`src/rtl/isplit_pkg.sv`:
```
package isplit_pkg;
   typedef enum logic [2:0] {
      PID_NONE  = 3'd0,
      PID_DATA0 = 3'd1,
      PID_MDATA = 3'd2,
      PID_NYET  = 3'd3,
      PID_ERR   = 3'd4
   } pid_e;

   localparam int ST_W      = 4;
   localparam int ST_CFG    = 0;
   localparam int ST_MISS   = 1;
   localparam int ST_XACT   = 2;
   localparam int ST_BABBLE = 3;
endpackage

```
`src/rtl/isplit_sched.sv`:
```
module isplit_sched #(
   parameter int UFRAMES = 8,
   localparam int IDX_W = $clog2(UFRAMES)
) (
   input  logic [UFRAMES-1:0] ss_mask,
   input  logic [UFRAMES-1:0] cs_mask,
   input  logic [UFRAMES-1:0] prog,
   input  logic [IDX_W-1:0]   idx,
   output logic               ss_hit,
   output logic               cs_hit,
   output logic               cs_last,
   output logic               cs_gap
);
   logic [UFRAMES-1:0] below;
   logic [UFRAMES-1:0] above;

   for (genvar i = 0; i < UFRAMES; i++) begin : g_slot
      assign below[i] = (IDX_W'(i) < idx);
      assign above[i] = (IDX_W'(i) > idx);
   end

   assign ss_hit  = ss_mask[idx];
   assign cs_hit  = cs_mask[idx];
   assign cs_last = cs_hit && ((cs_mask & above) == '0);
   assign cs_gap  = |(cs_mask & below & ~prog);
endmodule

```
`src/rtl/isplit_rsp.sv`:
```
module isplit_rsp
   import isplit_pkg::*;
#(
   parameter int BYTE_W = 10,
   parameter int LEN_W  = 10
) (
   input  pid_e              pid,
   input  logic [LEN_W-1:0]  len,
   input  logic              err,
   input  logic [BYTE_W-1:0] bytes,
   input  logic              last,
   output logic [BYTE_W-1:0] next_bytes,
   output logic              set_xact,
   output logic              set_babble,
   output logic              done
);
   logic              is_data;
   logic              over;
   logic [BYTE_W-1:0] len_x;

   if (LEN_W > BYTE_W) begin : g_badw
      $error("isplit_rsp: LEN_W must not exceed BYTE_W");
   end

   always_comb begin
      len_x      = BYTE_W'(len);
      is_data    = (pid == PID_DATA0) || (pid == PID_MDATA);
      over       = is_data && (len_x > bytes);
      next_bytes = bytes;
      if (is_data) next_bytes = over ? '0 : bytes - len_x;
      set_babble = over;
      set_xact   = !over && (err || (pid == PID_ERR) ||
                   (last && ((pid == PID_NONE) || (pid == PID_NYET) || (pid == PID_MDATA))));
      done       = over || set_xact || (pid == PID_DATA0);
   end
endmodule

```
`src/rtl/isplit_in_tracker.sv`:
```
module isplit_in_tracker
   import isplit_pkg::*;
#(
   parameter int UFRAMES = 8,
   parameter int BYTE_W  = 10,
   parameter int LEN_W   = 10,
   localparam int IDX_W  = $clog2(UFRAMES)
) (
   input  logic               clk,
   input  logic               rst_n,
   input  logic               load,
   input  logic [BYTE_W-1:0]  load_bytes,
   input  logic [UFRAMES-1:0] load_ss_mask,
   input  logic [UFRAMES-1:0] load_cs_mask,
   input  logic [UFRAMES-1:0] load_prog,
   input  logic               uframe_go,
   input  logic [IDX_W-1:0]   uframe_idx,
   input  logic               rsp_valid,
   input  logic [2:0]         rsp_pid,
   input  logic [LEN_W-1:0]   rsp_len,
   input  logic               rsp_err,
   output logic               issue_ss,
   output logic               issue_cs,
   output logic [IDX_W-1:0]   issue_idx,
   output logic               active,
   output logic [BYTE_W-1:0]  bytes_left,
   output logic [UFRAMES-1:0] prog_mask,
   output logic [ST_W-1:0]    status,
   output logic               retire
);
   if (UFRAMES < 2 || (1 << IDX_W) != UFRAMES) begin : g_bad_uf
      $error("isplit_in_tracker: UFRAMES must be a power of two >= 2");
   end

   logic               active_q, ss_done_q, wait_q, last_q;
   logic [BYTE_W-1:0]  bytes_q;
   logic [UFRAMES-1:0] prog_q, ss_q, cs_q;
   logic [ST_W-1:0]    status_q;
   logic               issue_ss_q, issue_cs_q, retire_q;
   logic [IDX_W-1:0]   issue_idx_q;

   logic ss_hit, cs_hit, cs_last, cs_gap;
   logic [BYTE_W-1:0] next_bytes;
   logic set_xact, set_babble, done;
   pid_e pid;

   assign pid = pid_e'(rsp_pid);

   isplit_sched #(.UFRAMES(UFRAMES)) u_sched (
      .ss_mask(ss_q), .cs_mask(cs_q), .prog(prog_q), .idx(uframe_idx),
      .ss_hit(ss_hit), .cs_hit(cs_hit), .cs_last(cs_last), .cs_gap(cs_gap)
   );

   isplit_rsp #(.BYTE_W(BYTE_W), .LEN_W(LEN_W)) u_rsp (
      .pid(pid), .len(rsp_len), .err(rsp_err), .bytes(bytes_q), .last(last_q),
      .next_bytes(next_bytes), .set_xact(set_xact), .set_babble(set_babble), .done(done)
   );

   always_ff @(posedge clk or negedge rst_n) begin
      if (!rst_n) begin
         active_q    <= 1'b0;
         ss_done_q   <= 1'b0;
         wait_q      <= 1'b0;
         last_q      <= 1'b0;
         bytes_q     <= '0;
         prog_q      <= '0;
         ss_q        <= '0;
         cs_q        <= '0;
         status_q    <= '0;
         issue_ss_q  <= 1'b0;
         issue_cs_q  <= 1'b0;
         issue_idx_q <= '0;
         retire_q    <= 1'b0;
      end else begin
         issue_ss_q <= 1'b0;
         issue_cs_q <= 1'b0;
         retire_q   <= 1'b0;
         if (!active_q) begin
            if (load) begin
               status_q  <= '0;
               ss_done_q <= 1'b0;
               wait_q    <= 1'b0;
               if (load_prog != '0) begin
                  status_q[ST_CFG] <= 1'b1;
               end else begin
                  active_q <= 1'b1;
                  bytes_q  <= load_bytes;
                  ss_q     <= load_ss_mask;
                  cs_q     <= load_cs_mask;
                  prog_q   <= '0;
               end
            end
         end else if (!wait_q) begin
            if (uframe_go) begin
               if (ss_hit && !ss_done_q) begin
                  issue_ss_q  <= 1'b1;
                  issue_idx_q <= uframe_idx;
                  ss_done_q   <= 1'b1;
               end else if (cs_hit && ss_done_q) begin
                  issue_cs_q  <= 1'b1;
                  issue_idx_q <= uframe_idx;
                  wait_q      <= 1'b1;
                  last_q      <= cs_last;
                  prog_q      <= prog_q | (UFRAMES'(1) << uframe_idx);
                  if (cs_gap) status_q[ST_MISS] <= 1'b1;
               end
            end
         end else if (rsp_valid) begin
            wait_q  <= 1'b0;
            bytes_q <= next_bytes;
            if (set_xact)   status_q[ST_XACT]   <= 1'b1;
            if (set_babble) status_q[ST_BABBLE] <= 1'b1;
            if (done) begin
               active_q <= 1'b0;
               retire_q <= 1'b1;
            end
         end
      end
   end

   assign issue_ss   = issue_ss_q;
   assign issue_cs   = issue_cs_q;
   assign issue_idx  = issue_idx_q;
   assign active     = active_q;
   assign bytes_left = bytes_q;
   assign prog_mask  = prog_q;
   assign status     = status_q;
   assign retire     = retire_q;

   p_idle_hold_r1: assert property (@(posedge clk) disable iff (!rst_n)
      (!active_q && !load) |=> (!issue_ss_q && !issue_cs_q && $stable(bytes_q) && $stable(prog_q)));

   p_single_issue_r3: assert property (@(posedge clk) disable iff (!rst_n)
      !(issue_ss_q && issue_cs_q));

   p_cs_in_mask_r3: assert property (@(posedge clk) disable iff (!rst_n)
      issue_cs_q |-> cs_q[issue_idx_q]);

   p_mdata_stays_r5: assert property (@(posedge clk) disable iff (!rst_n)
      (active_q && wait_q && rsp_valid && pid == PID_MDATA && !last_q && !rsp_err &&
       BYTE_W'(rsp_len) <= bytes_q) |=> active_q);

   p_retire_inactive_r6: assert property (@(posedge clk) disable iff (!rst_n)
      retire_q |-> !active_q);

   p_babble_zero_r8: assert property (@(posedge clk) disable iff (!rst_n)
      $rose(status_q[ST_BABBLE]) |-> (bytes_q == '0));

   p_prog_grows_r10: assert property (@(posedge clk) disable iff (!rst_n)
      active_q |=> (!active_q || ((prog_q & $past(prog_q)) == $past(prog_q))));
endmodule

```
`config.mk`:
```
export PLATFORM = sky130hd
export DESIGN_NAME = isplit_in_tracker
export DESIGN_NICKNAME = d
export VERILOG_FILES = /design/src/rtl/isplit_pkg.sv /design/src/rtl/isplit_sched.sv /design/src/rtl/isplit_rsp.sv /design/src/rtl/isplit_in_tracker.sv
export SDC_FILE = /design/constraint.sdc
export NUM_CORES = 1
export LEC_CHECK = 0
export BUFFER_PORTS_ARGS = -buffer_cell sky130_fd_sc_hd__buf_2
export CORE_MARGIN = 4
export CORE_UTILIZATION = 45
export DETAILED_ROUTE_END_ITERATION = 7
export PLACE_DENSITY = 0.71
export SLEW_MARGIN = 20
export SYNTH_ARGS = -nofsm -noshare
export SYNTH_HDL_FRONTEND = slang
export SYNTH_SLANG_ARGS = --single-unit
```
`constraint.sdc`:
```
create_clock -name clk -period 2.5 [get_ports clk]
set_input_delay 0.5 -clock clk [delete_from_list [all_inputs] [get_ports clk]]
set_output_delay 0.5 -clock clk [all_outputs]
set_load 0.03 [all_outputs]
```
; ---- After elaboration in Yosys (flattened, before gate mapping)
; Cells that the tools add are included.
[op_classes]
n_eq_ne = 16
addsub = 1
reduce_logical = 31
n_mux = 59
shifts = 1
magnitude_cmp = 18
bitwise = 9
[op_table]
columns = op, n
row1 = two-way mux 10 bit, 7
row2 = two-way mux 8 bit, 7
row3 = two-way mux 1 bit, 37
row4 = AND 8 bit, 3
row5 = AND reduction 4 bit, 4
row6 = "!= test 2 x 1 -> 1 bit, second input constant", 7
row7 = "> comparator 3 bit, first input constant", 4
row8 = "< comparator 3 bit, first input constant", 4
row9 = AND reduction 6 bit, 2
row10 = > comparator 10 bit, 1
row11 = "!= test 2 bit, second input constant", 5
row12 = AND reduction 5 bit, 2
row13 = subtractor 10 bit, 1
row14 = two-way mux 3 bit, 3
row15 = logical NOT 8 bit, 1
row16 = NOT 8 bit, 1
row17 = bitwise OR 8 bit, 1
row18 = nonzero test 8 bit, 1
row19 = OR reduction 8 bit, 1
row20 = "<< shifter 1 x 3 -> 8 bit, first input constant", 1
row21 = logical OR 1 bit, 7
row22 = binary-select mux 1 bit (select 3 bit), 2
row23 = "== test 3 x 2 -> 1 bit, second input constant", 2
row24 = "> comparator 1 x 3 -> 1 bit, first input constant", 2
row25 = other kinds (15), 29
[totals]
reg_bits = 48
in_bits = 56

; ---- Longest topological paths before layout
; Gate-level depths: netlist of run 1.
[depth]
word_depth = 12
depth_mapped = 9
ltp_nobuf = 9

; ---- By module
; A second synthesis of run 1 with hierarchy kept.
[hier_totals]
cells_unflattened = 297
area_unflattened_um2 = 3079.2
[modules_own_cells]
columns = module, area_per_inst_um2, cells_per_inst, n_inst
row1 = isplit_in_tracker, 2005.7, 142, 1
row2 = isplit_rsp, 774.5, 118, 1
row3 = isplit_sched, 299.0, 37, 1

; ---- Worst setup path after synthesis of run 1
; Ideal clock, no wire load.
[synth_path]
kind = reg-to-reg
start = register bytes_q[0] (netlist: bytes_left[0])
end = register bytes_q[5] (netlist: bytes_left[5])
slack_ns = 0.151
required_ns = 2.423
stages_incl_launch_ff = 10
t_arrival_ns = 2.272
path_buffers = 0
cell_sequence = dfrtp_1 -> inv_1 -> ha_1 -> fa_1 -> nor2b_1 -> o31a_1 -> o31ai_1 -> a21oi_1 -> o311ai_0 -> a21oi_1
[synth_between]
elab_chain_cells = 7
elab_cells_between_ends = 8
cone_classes = add/sub: 1 / order compare: 1 / mux: 5 / reduce/logical: 1
[synth_lines]
columns = item, line_no
row1 = "start, declared", isplit_in_tracker.sv:36  ; logic [BYTE_W-1:0] bytes_q;
row2 = "start signal, assigned", isplit_in_tracker.sv:87  ; bytes_q <= load_bytes;
row3 = "start signal, assigned", isplit_in_tracker.sv:110  ; bytes_q <= next_bytes;
row4 = > comparator 10 bit, isplit_rsp.sv:28  ; over = is_data && (len_x > bytes);
row5 = logical AND 1 bit, isplit_rsp.sv:28
row6 = two-way mux 10 bit (*) (2 in a row), isplit_rsp.sv:30  ; if (is_data) next_bytes = over ? '0 : bytes - len_x;
row7 = two-way mux 10 bit (*), isplit_in_tracker.sv:108  ; end else if (rsp_valid) begin
row8 = two-way mux 10 bit (*), isplit_in_tracker.sv:93  ; end else if (!wait_q) begin
row9 = two-way mux 10 bit (*), isplit_in_tracker.sv:78  ; if (!active_q) begin
; Mark *: on every way between the ends. The rest lies on a longest branch, timed or not. The select of a mux whose other input is x is not followed.
; A chain may end at the register's enable or synchronous reset.

; ---- Final worst setup path of run 1
[layout_path]
start = register bytes_q[0] (netlist: bytes_left[0])
end = register bytes_q[8] (netlist: bytes_left[8])
; The elaborated chain is that of the path after synthesis.

==> qor.csv, run 1 <==
metric;value;unit
first-pass GRT wire length;10980;microns
Max Slew Vio Count;0;
Die H;86.83;microns
peak fanout along the critical path;3;
RD Place Congestion;0.9248;
layout cells sized above 1;0.3546;
Arr. time, crit path;2470;ps
DR WL met2;3270;microns
crit share post-route;0.9116;
Final Skew;11.72;ps
die area;7539;sq um
final setup fails;0;
Max Clk Rate;0.4388;GHz
syn avg cell area;10.40;sq um
via count;2362;
# rows;28;
Post-synth EDFFs;0;
final std cells w/o fill;436;
share of the synthesized area in the top cell type;0.4295;
Tmin final;2279;ps
register-to-register setup slack;220;ps
post-cts resize count;0;
Slew headroom;0.5867;
TritonRoute pass-1 iters;4;
DRT Wirelength;6738;microns
number of global-route vias before repair;2312;
Gate Count Post-Synth;269;
WL/cell;15.45;microns
CTS sink count;48;
Root Buffer;clkbuf_8;
CTS tree;built;
Static Leakage;1.805;nW
maximum VDD drop;0.2800;mV
Met1 Routed Length;2873;microns
crit-path cells;inv_1 -> ha_1 -> fa_1 -> nor2b_1 -> nor2_1 -> o221ai_1 -> mux2_2 -> o21ai_0 -> a21oi_1;
Via-to-Cell Ratio;5.417;
post-DP HPWL;5125;microns
CP required;2690;ps
Port Buf Inserts;84;
Syn-to-layout area delta;21.92;%
post-CTS setup buffer count;0;
outcome;completed;
grt ovf;0;
number of H-tree levels;2;
top_reg_cell synth;dfrtp_1;
DR top layer;met4;
Worst setup endpoint;bytes_left[8]$_DFFE_PN0P_;
core area;5991;sq um
CTS buffer count;5;
Reg-to-Reg Start;bytes_left[0]$_DFFE_PN0P_;
met3 routed WL;513;microns
synth top area cells;dfrtp_1 43%, mux2_2 7.2%, a21oi_1 5.0%;
Initial Utilization;0.4668;
Yosys reg bits;48;
Hold Vio Cnt, Final;0;
synthesized net count;336;
critical path's slowest cell;fa_1;
GRT Total Usage;0.1830;
asr flop ratio synth;1.000;
detailed-route DRC error count;0;
Crit Path Category;flop to flop;
I/O Pins;85;
antenna violations before repair;0;
clock-pin slew on the worst setup and hold paths;90;ps
synthesized area;2796;sq um
CP max stage delay;410;ps
DIE WIDTH;86.83;microns
Critical Path Start;bytes_left[0]$_DFFE_PN0P_;
type of the most critical hold path;input port to asynchronous set/reset pin;
setup TNS;0;ps
RR Endpoint;bytes_left[8]$_DFFE_PN0P_;
worst-margin pin slew;620.0;ps
fillers;526;
Setup WS post-layout;221.0;ps
r2r worst-path depth;9;
Placed Cells;428;
largest net degree at the start of global routing;49;
clk_lat worst skew;300;ps
PD cells;418.0;nW/um^2
Initial DRC Count;130;
Final #Nets;427;
Util after Layout;0.5691;
number of distinct library cells after synthesis;53;
Seq/Total Area, Yosys;0.4295;
RSZ-0062 raised after global routing;no;
CTS Buffer Depth;2;
final antenna-violating net count;0;
CP Launch Type;flop;
Ant. Diodes;0;
yosys warns;0;
maxcap violations;0;
crit path capture type;flop;
Place WS;48.65;ps
Yosys top cell by area;dfrtp_1;
CTS Hold Buffers Added;0;
## critical path: cells and delay by family (launching register included)
family	cells	cell delay [ps]
and+or+nand+nor	2	270
DFF	1	380
AOI/OAI and AO/OA	3	480
buffers and inverters	1	80
adders and majority gates	2	610
muxes	1	360
## where the power goes
group	internal (W)	leakage, nW	total, W	switching [W]
sequential	0.000778	0.653	0.000780	0.00000177
combinational	0.0000741	1.11	0.000164	0.0000903
clock	0.000226	0.0455	0.000481	0.000255
total	0.00108	1.80	0.00143	0.000347
## worst min path at each step
stage | cells after the start | start | to | slack, ps
after floorplan | 0 | rst_n | active$_DFF_PN0_ | 200
after global placement | 1 | prog_mask[7]$_DFFE_PN0P_ | prog_mask[7]$_DFFE_PN0P_ | 470
after detailed placement | 1 | status[0]$_DFFE_PN0P_ | status[0]$_DFFE_PN0P_ | 480
after CTS | 2 | rst_n | bytes_left[4]$_DFFE_PN0P_ | 310
after global routing | 2 | rst_n | bytes_left[5]$_DFFE_PN0P_ | 330
final | 2 | rst_n | status[3]$_DFFE_PN0P_ | 300
## flip-flops by register name, summed over array words and instances (netlist names)
name,count
prog_mask,8
issue_cs,1
retire,1
cs_q,8
bytes_left,10
status,4
issue_ss,1
ss_done_q,1
issue_idx,3
active,1
last_q,1
wait_q,1
ss_q,8
## metal layers
metal  global-route usage  vias up
met2               0.3119       88
met3              0.04468        7
met4              0.05666        0
met5                    0        -
met1               0.2281     1100
li1                     -     1167
## area by class of cell
type,instances,area (sq um),area share
Multi-Input combinational cell,193,1465,0.4297
Sequential cell,48,1201,0.3523
Tap cell,75,93.84,0.02752
Timing Repair Buffer,93,488.0,0.1431
Clock buffer,8,90.09,0.02642
Inverter,19,71.32,0.02092
## layout by cell type (no fill, tap or decap), types with 4 or more instances in the layout
cell type / netlist / routed
buf_2: 1 / 84
dfrtp_1: 48 / 48
a21oi_1: 28 / 28
nor2_1: 23 / 23
inv_1: 18 / 18
mux2_2: 18 / 18
nand2_1: 17 / 17
o21ai_0: 10 / 10
ha_1: 10 / 10
buf_4: 0 / 9
o21a_1: 8 / 8
nor2b_1: 7 / 7
clkbuf_8: 0 / 6
a211oi_1: 4 / 4
nor3_1: 4 / 4
o31ai_1: 4 / 4
nand3_1: 4 / 4
a22oi_1: 4 / 4
a32o_1: 4 / 4
## synthesized netlist by cell type, types with 3 or more instances
cell type	count
nor2b_1	7
clkbuf_1	3
o21a_1	8
mux4_1	3
nor3_1	4
inv_1	18
nor2_1	23
a221oi_1	3
o31ai_1	4
buf_6	3
a21oi_1	28
ha_1	10
nand2_1	17
o21ai_0	10
a211oi_1	4
nand3_1	4
mux2_4	3
a22oi_1	4
mux2_2	18
a32o_1	4
dfrtp_1	48
## kinds of logic (layout without fill, tap and decap cells)
family                   count (synthesis)  after routing  share of synthesized area
buffers and inverters                   28            120                    0.04652
AO/OA/AOI/OAI                           82             82                     0.1978
adder cells (fa/ha/maj)                 11             11                    0.05190
multiplexers                            26             26                     0.1329
flip-flops                              48             48                     0.4295
XOR/XNOR                                 4              4                    0.01253
AND/OR/NAND/NOR                         70             70                     0.1289
## stage by stage
step | hold slack (ps) | total power [W] | area [sq um]
after floorplan | 204.4 | 0.0008764 | 2796
after global placement | 470.3 | 0.0009588 | 3319
after detailed placement | 479.0 | 0.0009608 | 3319
after CTS | 309.4 | 0.001441 | 3410
after global routing | 330.3 | 0.001486 | 3410
final | 298.7 | 0.001425 | 3410
(Power assumes the default switching activity.)
==> run 2, diff against run 1 <==
--- a/config.mk
+++ b/config.mk
@@ -10,6 +10,7 @@
 export CORE_UTILIZATION = 45
 export DETAILED_ROUTE_END_ITERATION = 7
 export PLACE_DENSITY = 0.71
+export RECOVER_POWER = 50
 export SLEW_MARGIN = 20
 export SYNTH_ARGS = -nofsm -noshare
 export SYNTH_HDL_FRONTEND = slang
==> qor.csv, run 2 (synthesis results as in run 1) <==
metric;value;unit
outcome;completed;
WL/cell;15.51;microns
Final #Nets;427;
Initial DRC Count;129;
Setup WS post-layout;223.2;ps
number of H-tree levels;2;
RSZ-0062 raised after global routing;no;
die area;7539;sq um
worst-margin pin slew;1204;ps
final setup fails;0;
crit path capture type;flop;
I/O Pins;85;
Reg-to-Reg Start;bytes_left[0]$_DFFE_PN0P_;
CTS sink count;48;
Hold Vio Cnt, Final;0;
r2r worst-path depth;9;
Die H;86.83;microns
grt ovf;0;
Static Leakage;1.746;nW
post-route design area;3390;sq um
Max Slew Vio Count;0;
final antenna-violating net count;0;
Critical Path Start;bytes_left[0]$_DFFE_PN0P_;
maxcap violations;0;
Crit Path Category;flop to flop;
CTS Buffer Depth;2;
detailed-route DRC error count;0;
post-cts resize count;0;
Max Clk Rate;0.4392;GHz
Arr. time, crit path;2470;ps
Ant. Diodes;0;
largest net degree at the start of global routing;49;
Place WS;48.65;ps
layout cells sized above 1;0.3158;
peak fanout along the critical path;3;
PD cells;420.6;nW/um^2
Via-to-Cell Ratio;5.445;
Worst Hold End;cs_q[1]$_DFFE_PN0P_;
CP Launch Type;flop;
final hold slack;425.2;ps
# rows;28;
commonest non-fill, non-tap cell in the layout;buf_2;
post-CTS setup buffer count;0;
Syn-to-layout area delta;21.21;%
post-DP HPWL;5125;microns
RR Endpoint;bytes_left[8]$_DFFE_PN0P_;
CP required;2690;ps
maximum VDD drop;0.2783;mV
setup TNS;0;ps
antenna violations before repair;0;
first-pass GRT wire length;10980;microns
DIE WIDTH;86.83;microns
CTS buffer count;5;
Port Buf Inserts;84;
crit-path cells;inv_1 -> ha_1 -> fa_1 -> nor2b_1 -> nor2_1 -> o221ai_1 -> mux2_2 -> o21ai_0 -> a21oi_1;
core area;5991;sq um
max reg flops;10;
WHS Path Cells;2;
CTS Hold Buffers Added;0;
TritonRoute pass-1 iters;4;
Slew headroom;0.1970;
Root Buffer;clkbuf_8;
Tmin final;2277;ps
type of the most critical hold path;input port to flop;
Initial Utilization;0.4668;
placed cell areas;3319;sq um
Hold Startpoint;load_cs_mask[1];
CP max stage delay;410;ps
RD Place Congestion;0.9248;
clk_lat worst skew;300;ps
via count;2374;
clock-pin slew on the worst setup and hold paths;90;ps
GRT Total Usage;0.1830;
CTS tree;built;
register-to-register setup slack;220;ps
most frequent cells in the layout;70 x buf_2, 48 x dfrtp_1, 28 x a21oi_1;
critical path's slowest cell;fa_1;
crit share post-route;0.9107;
number of global-route vias before repair;2312;
DRT Wirelength;6764;microns
Final Skew;9.644;ps
## run 2: cell types whose count changed in the layout (fill, tap and decap cells not counted)
cell	previous run	this run
buf_2	84	70
buf_4	9	8
clkbuf_1	2	16
clkbuf_2	0	1
## run 2: per-stage QoR
| stage | utilization | instances | power, W |
|---|---|---|---|
| 2_1_floorplan | - | 269 | 0.0008764 |
| 3_3_place_gp | 0.5541 | 428 | 0.0009588 |
| 3_5_place_dp | 0.5541 | 428 | 0.0009608 |
| 4_1_cts | 0.5691 | 436 | 0.001441 |
| 5_1_grt | 0.5658 | 436 | 0.001485 |
| 6_report | 0.5658 | 436 | 0.001426 |
## run 2: metal layers
metal | share of wire | global-route usage | wire, microns
met5 | 0 | 0 | 0
met4 | 0.012 | 0.05666 | 80
met3 | 0.077 | 0.04468 | 523
met2 | 0.48 | 0.3119 | 3247
met1 | 0.43 | 0.2281 | 2913
## run 2: cell type report
cell class,instances,area (sq um)
well taps,75,93.84
clock buffers,8,90.09
inverters,19,71.32
flip-flops and latches,48,1201
fillers,534,2601
multi-input cells,193,1465
repair buffers,93,467.9
## run 2: worst max-delay path: cells and delay by family (launching register included)
family	cells	cell delay, ps
adder cells (fa/ha/maj)	2	610
AO/OA/AOI/OAI	3	480
flip-flops	1	370
multiplexers	1	360
AND/OR/NAND/NOR	2	270
buffers and inverters	1	80
## run 2: worst max path at each step
stage,cells after the start,end
after floorplan,9,bytes_left[5]$_DFFE_PN0P_
after global placement,9,bytes_left[8]$_DFFE_PN0P_
after detailed placement,9,bytes_left[8]$_DFFE_PN0P_
after CTS,9,bytes_left[8]$_DFFE_PN0P_
after global routing,9,bytes_left[0]$_DFFE_PN0P_
final,9,bytes_left[8]$_DFFE_PN0P_
## run 2: where the power goes
group | total (W) | switching (W) | internal (W)
combinational | 0.000163 | 0.0000903 | 0.0000729
clock | 0.000482 | 0.000256 | 0.000226
sequential | 0.000780 | 0.00000183 | 0.000778
==> run 3, diff against run 2 <==
--- a/config.mk
+++ b/config.mk
@@ -11,6 +11,7 @@
 export DETAILED_ROUTE_END_ITERATION = 7
 export PLACE_DENSITY = 0.71
 export RECOVER_POWER = 50
+export SETUP_SLACK_MARGIN = 0.3
 export SLEW_MARGIN = 20
 export SYNTH_ARGS = -nofsm -noshare
 export SYNTH_HDL_FRONTEND = slang
==> constraint.sdc (replaced) <==
create_clock -name clk -period 2.1 [get_ports clk]
set_input_delay 0.42 -clock clk [delete_from_list [all_inputs] [get_ports clk]]
set_output_delay 0.42 -clock clk [all_outputs]
set_load 0.03 [all_outputs]
==> qor.csv, run 3 (synthesis results as in run 1) <==
metric;value;unit
Met1 Routed Length;3111;microns
grt ovf;0;
CP max stage delay;410;ps
Initial DRC Count;106;
Sequential Power Share;0.496;
DR top layer;met4;
r2r worst-path depth;9;
Syn-to-layout area delta;34.36;%
I/O Pins;85;
clock share of power;0.381;
TritonRoute pass-1 iters;4;
# rows;28;
Hold Vio Cnt, Final;0;
total internal power;0.001424;W
Final Skew;5.316;ps
CTS sink count;48;
stages on the worst setup path;9;
final setup fails;5;
met3 routed WL;443;microns
CP required;2280;ps
Max Clk Rate;0.4624;GHz
DR WL met2;3742;microns
clk_lat worst skew;300;ps
Initial Utilization;0.4668;
Static Leakage;1.904;nW
WL/cell;16.17;microns
Critical path buffers and inverters;1;
Port Buf Inserts;84;
switching portion of total power;0.2397;
max reg flops;10;
Final #Nets;449;
Util after Layout;0.6272;
CTS Hold Buffers Added;0;
most frequent cells in the layout;75 x buf_2, 45 x dfrtp_1, 27 x buf_4;
combinational share of power;0.123;
number of H-tree levels;2;
via count;2545;
DIE WIDTH;86.83;microns
Die H;86.83;microns
worst-margin pin slew;955.1;ps
maximum VDD drop;0.3832;mV
critical path's slowest cell;dfrtp_2;
Via-to-Cell Ratio;5.557;
Setup WS post-layout;-62.76;ps
layout cells sized above 1;0.4308;
largest net degree at the start of global routing;18;
CTS tree;built;
CP Launch Type;flop;
CTS buffer count;5;
antenna violations before repair;0;
crit share post-route;1.030;
Crit Path Category;flop to flop;
Final Power;0.001873;W
RSZ-0062 raised after global routing;yes;
maxcap violations;0;
Slew headroom;0.3633;
number of global-route vias before repair;2501;
Root Buffer;clkbuf_8;
DRT Wirelength;7407;microns
commonest non-fill, non-tap cell in the layout;buf_2;
RD Place Congestion;0.9166;
Max Slew Vio Count;0;
peak fanout along the critical path;6;
CTS Buffer Depth;2;
first-pass GRT wire length;11720;microns
detailed-route DRC error count;0;
post-DP HPWL;5584;microns
CP top delay family;compound AO/OA/AOI/OAI gates;
PD cells;498.4;nW/um^2
type of the most critical hold path;input port to asynchronous set/reset pin;
GRT Total Usage;0.1954;
NetSw;0.0004489;W
crit path capture type;flop;
crit-path cells;inv_2 -> ha_4 -> fa_2 -> nor2b_4 -> o31a_1 -> o31ai_4 -> nand2_4 -> a221oi_4 -> a21oi_2;
clock-pin slew on the worst setup and hold paths;90;ps
outcome;finished with violations;
final hold slack;238.6;ps
die area;7539;sq um
final antenna-violating net count;0;
Ant. Diodes;0;
Tmin final;2163;ps
Arr. time, crit path;2340;ps
violated checks;negative setup slack;
core area;5991;sq um
run 3: changes by cell type in the layout (fill, tap and decap cells not counted), sizes merged:
cell / delta
buf: +26
bufinv: +1
clkbuf: -6
clkinv: +1
run 3: final timing paths:
kind / from / slack [ps] / endpoint
worst max-delay path: bytes_left[0]$_DFFE_PN0P_ / -60 / bytes_left[0]$_DFFE_PN0P_
worst min-delay path: rst_n / 240 / retire$_DFF_PN0_
worst max register to register: bytes_left[0]$_DFFE_PN0P_ / -60 / bytes_left[0]$_DFFE_PN0P_
worst min register to register: prog_mask[7]$_DFFE_PN0P_ / 490 / prog_mask[7]$_DFFE_PN0P_
max in group asynchronous: rst_n / 580 / issue_idx[0]$_DFFE_PN0P_
min in group clk: load_cs_mask[3] / 350 / cs_q[3]$_DFFE_PN0P_
run 3: final cells by class:
| type | instances | area, sq um |
|---|---|---|
| fillers | 530 | 2233 |
| multi-input cells | 193 | 1623 |
| flip-flops and latches | 48 | 1205 |
| repair buffers | 115 | 641.9 |
| well taps | 75 | 93.84 |
| clock buffers | 6 | 82.58 |
| inverters | 19 | 72.57 |
| clock inverters | 2 | 38.79 |
run 3: power groups by stage:
stage                     clock network (W)  registers, W  logic (W)
final                              0.000713      0.000929   0.000230
after global routing               0.000766      0.000930   0.000254
after global placement                    0      0.000947   0.000213
after detailed placement                  0      0.000947   0.000217
after CTS                          0.000733      0.000929   0.000224
after floorplan                           0      0.000952   0.000102
run 3: worst reg2reg max path: cells and delay by family (launching register included):
kind            cells  cell delay [ps]
simple gates        2              200
buf+inv             1               80
flops               1              410
compound gates      4              980
fa+ha+maj           2              360
run 3: routing by layer:
| metal | GRT usage | up-vias |
|---|---|---|
| li1 | - | 1206 |
| met1 | 0.2470 | 1241 |
| met2 | 0.3416 | 86 |
| met3 | 0.03232 | 12 |
| met4 | 0.05666 | 0 |
| met5 | 0 | - |
run 3: per-stage QoR:
stage,instances,setup TNS [ps],instance area (sq um),worst slack (ps)
after floorplan,269,0,2890,40.15
after global placement,441,-693.9,3501,-144.6
after detailed placement,441,-1221,3501,-192.1
after CTS,453,0,3665,14.11
after global routing,458,-1274,3757,-142.8
final,458,-126.5,3757,-62.76
run 3: repair_timing:
action,4_1_cts,5_1_grt
buffers inserted,4,5
endpoints found under the setup margin,19,26
pin swaps,7,9
endpoints found under the hold margin,0,0
gates resized for setup,6,12
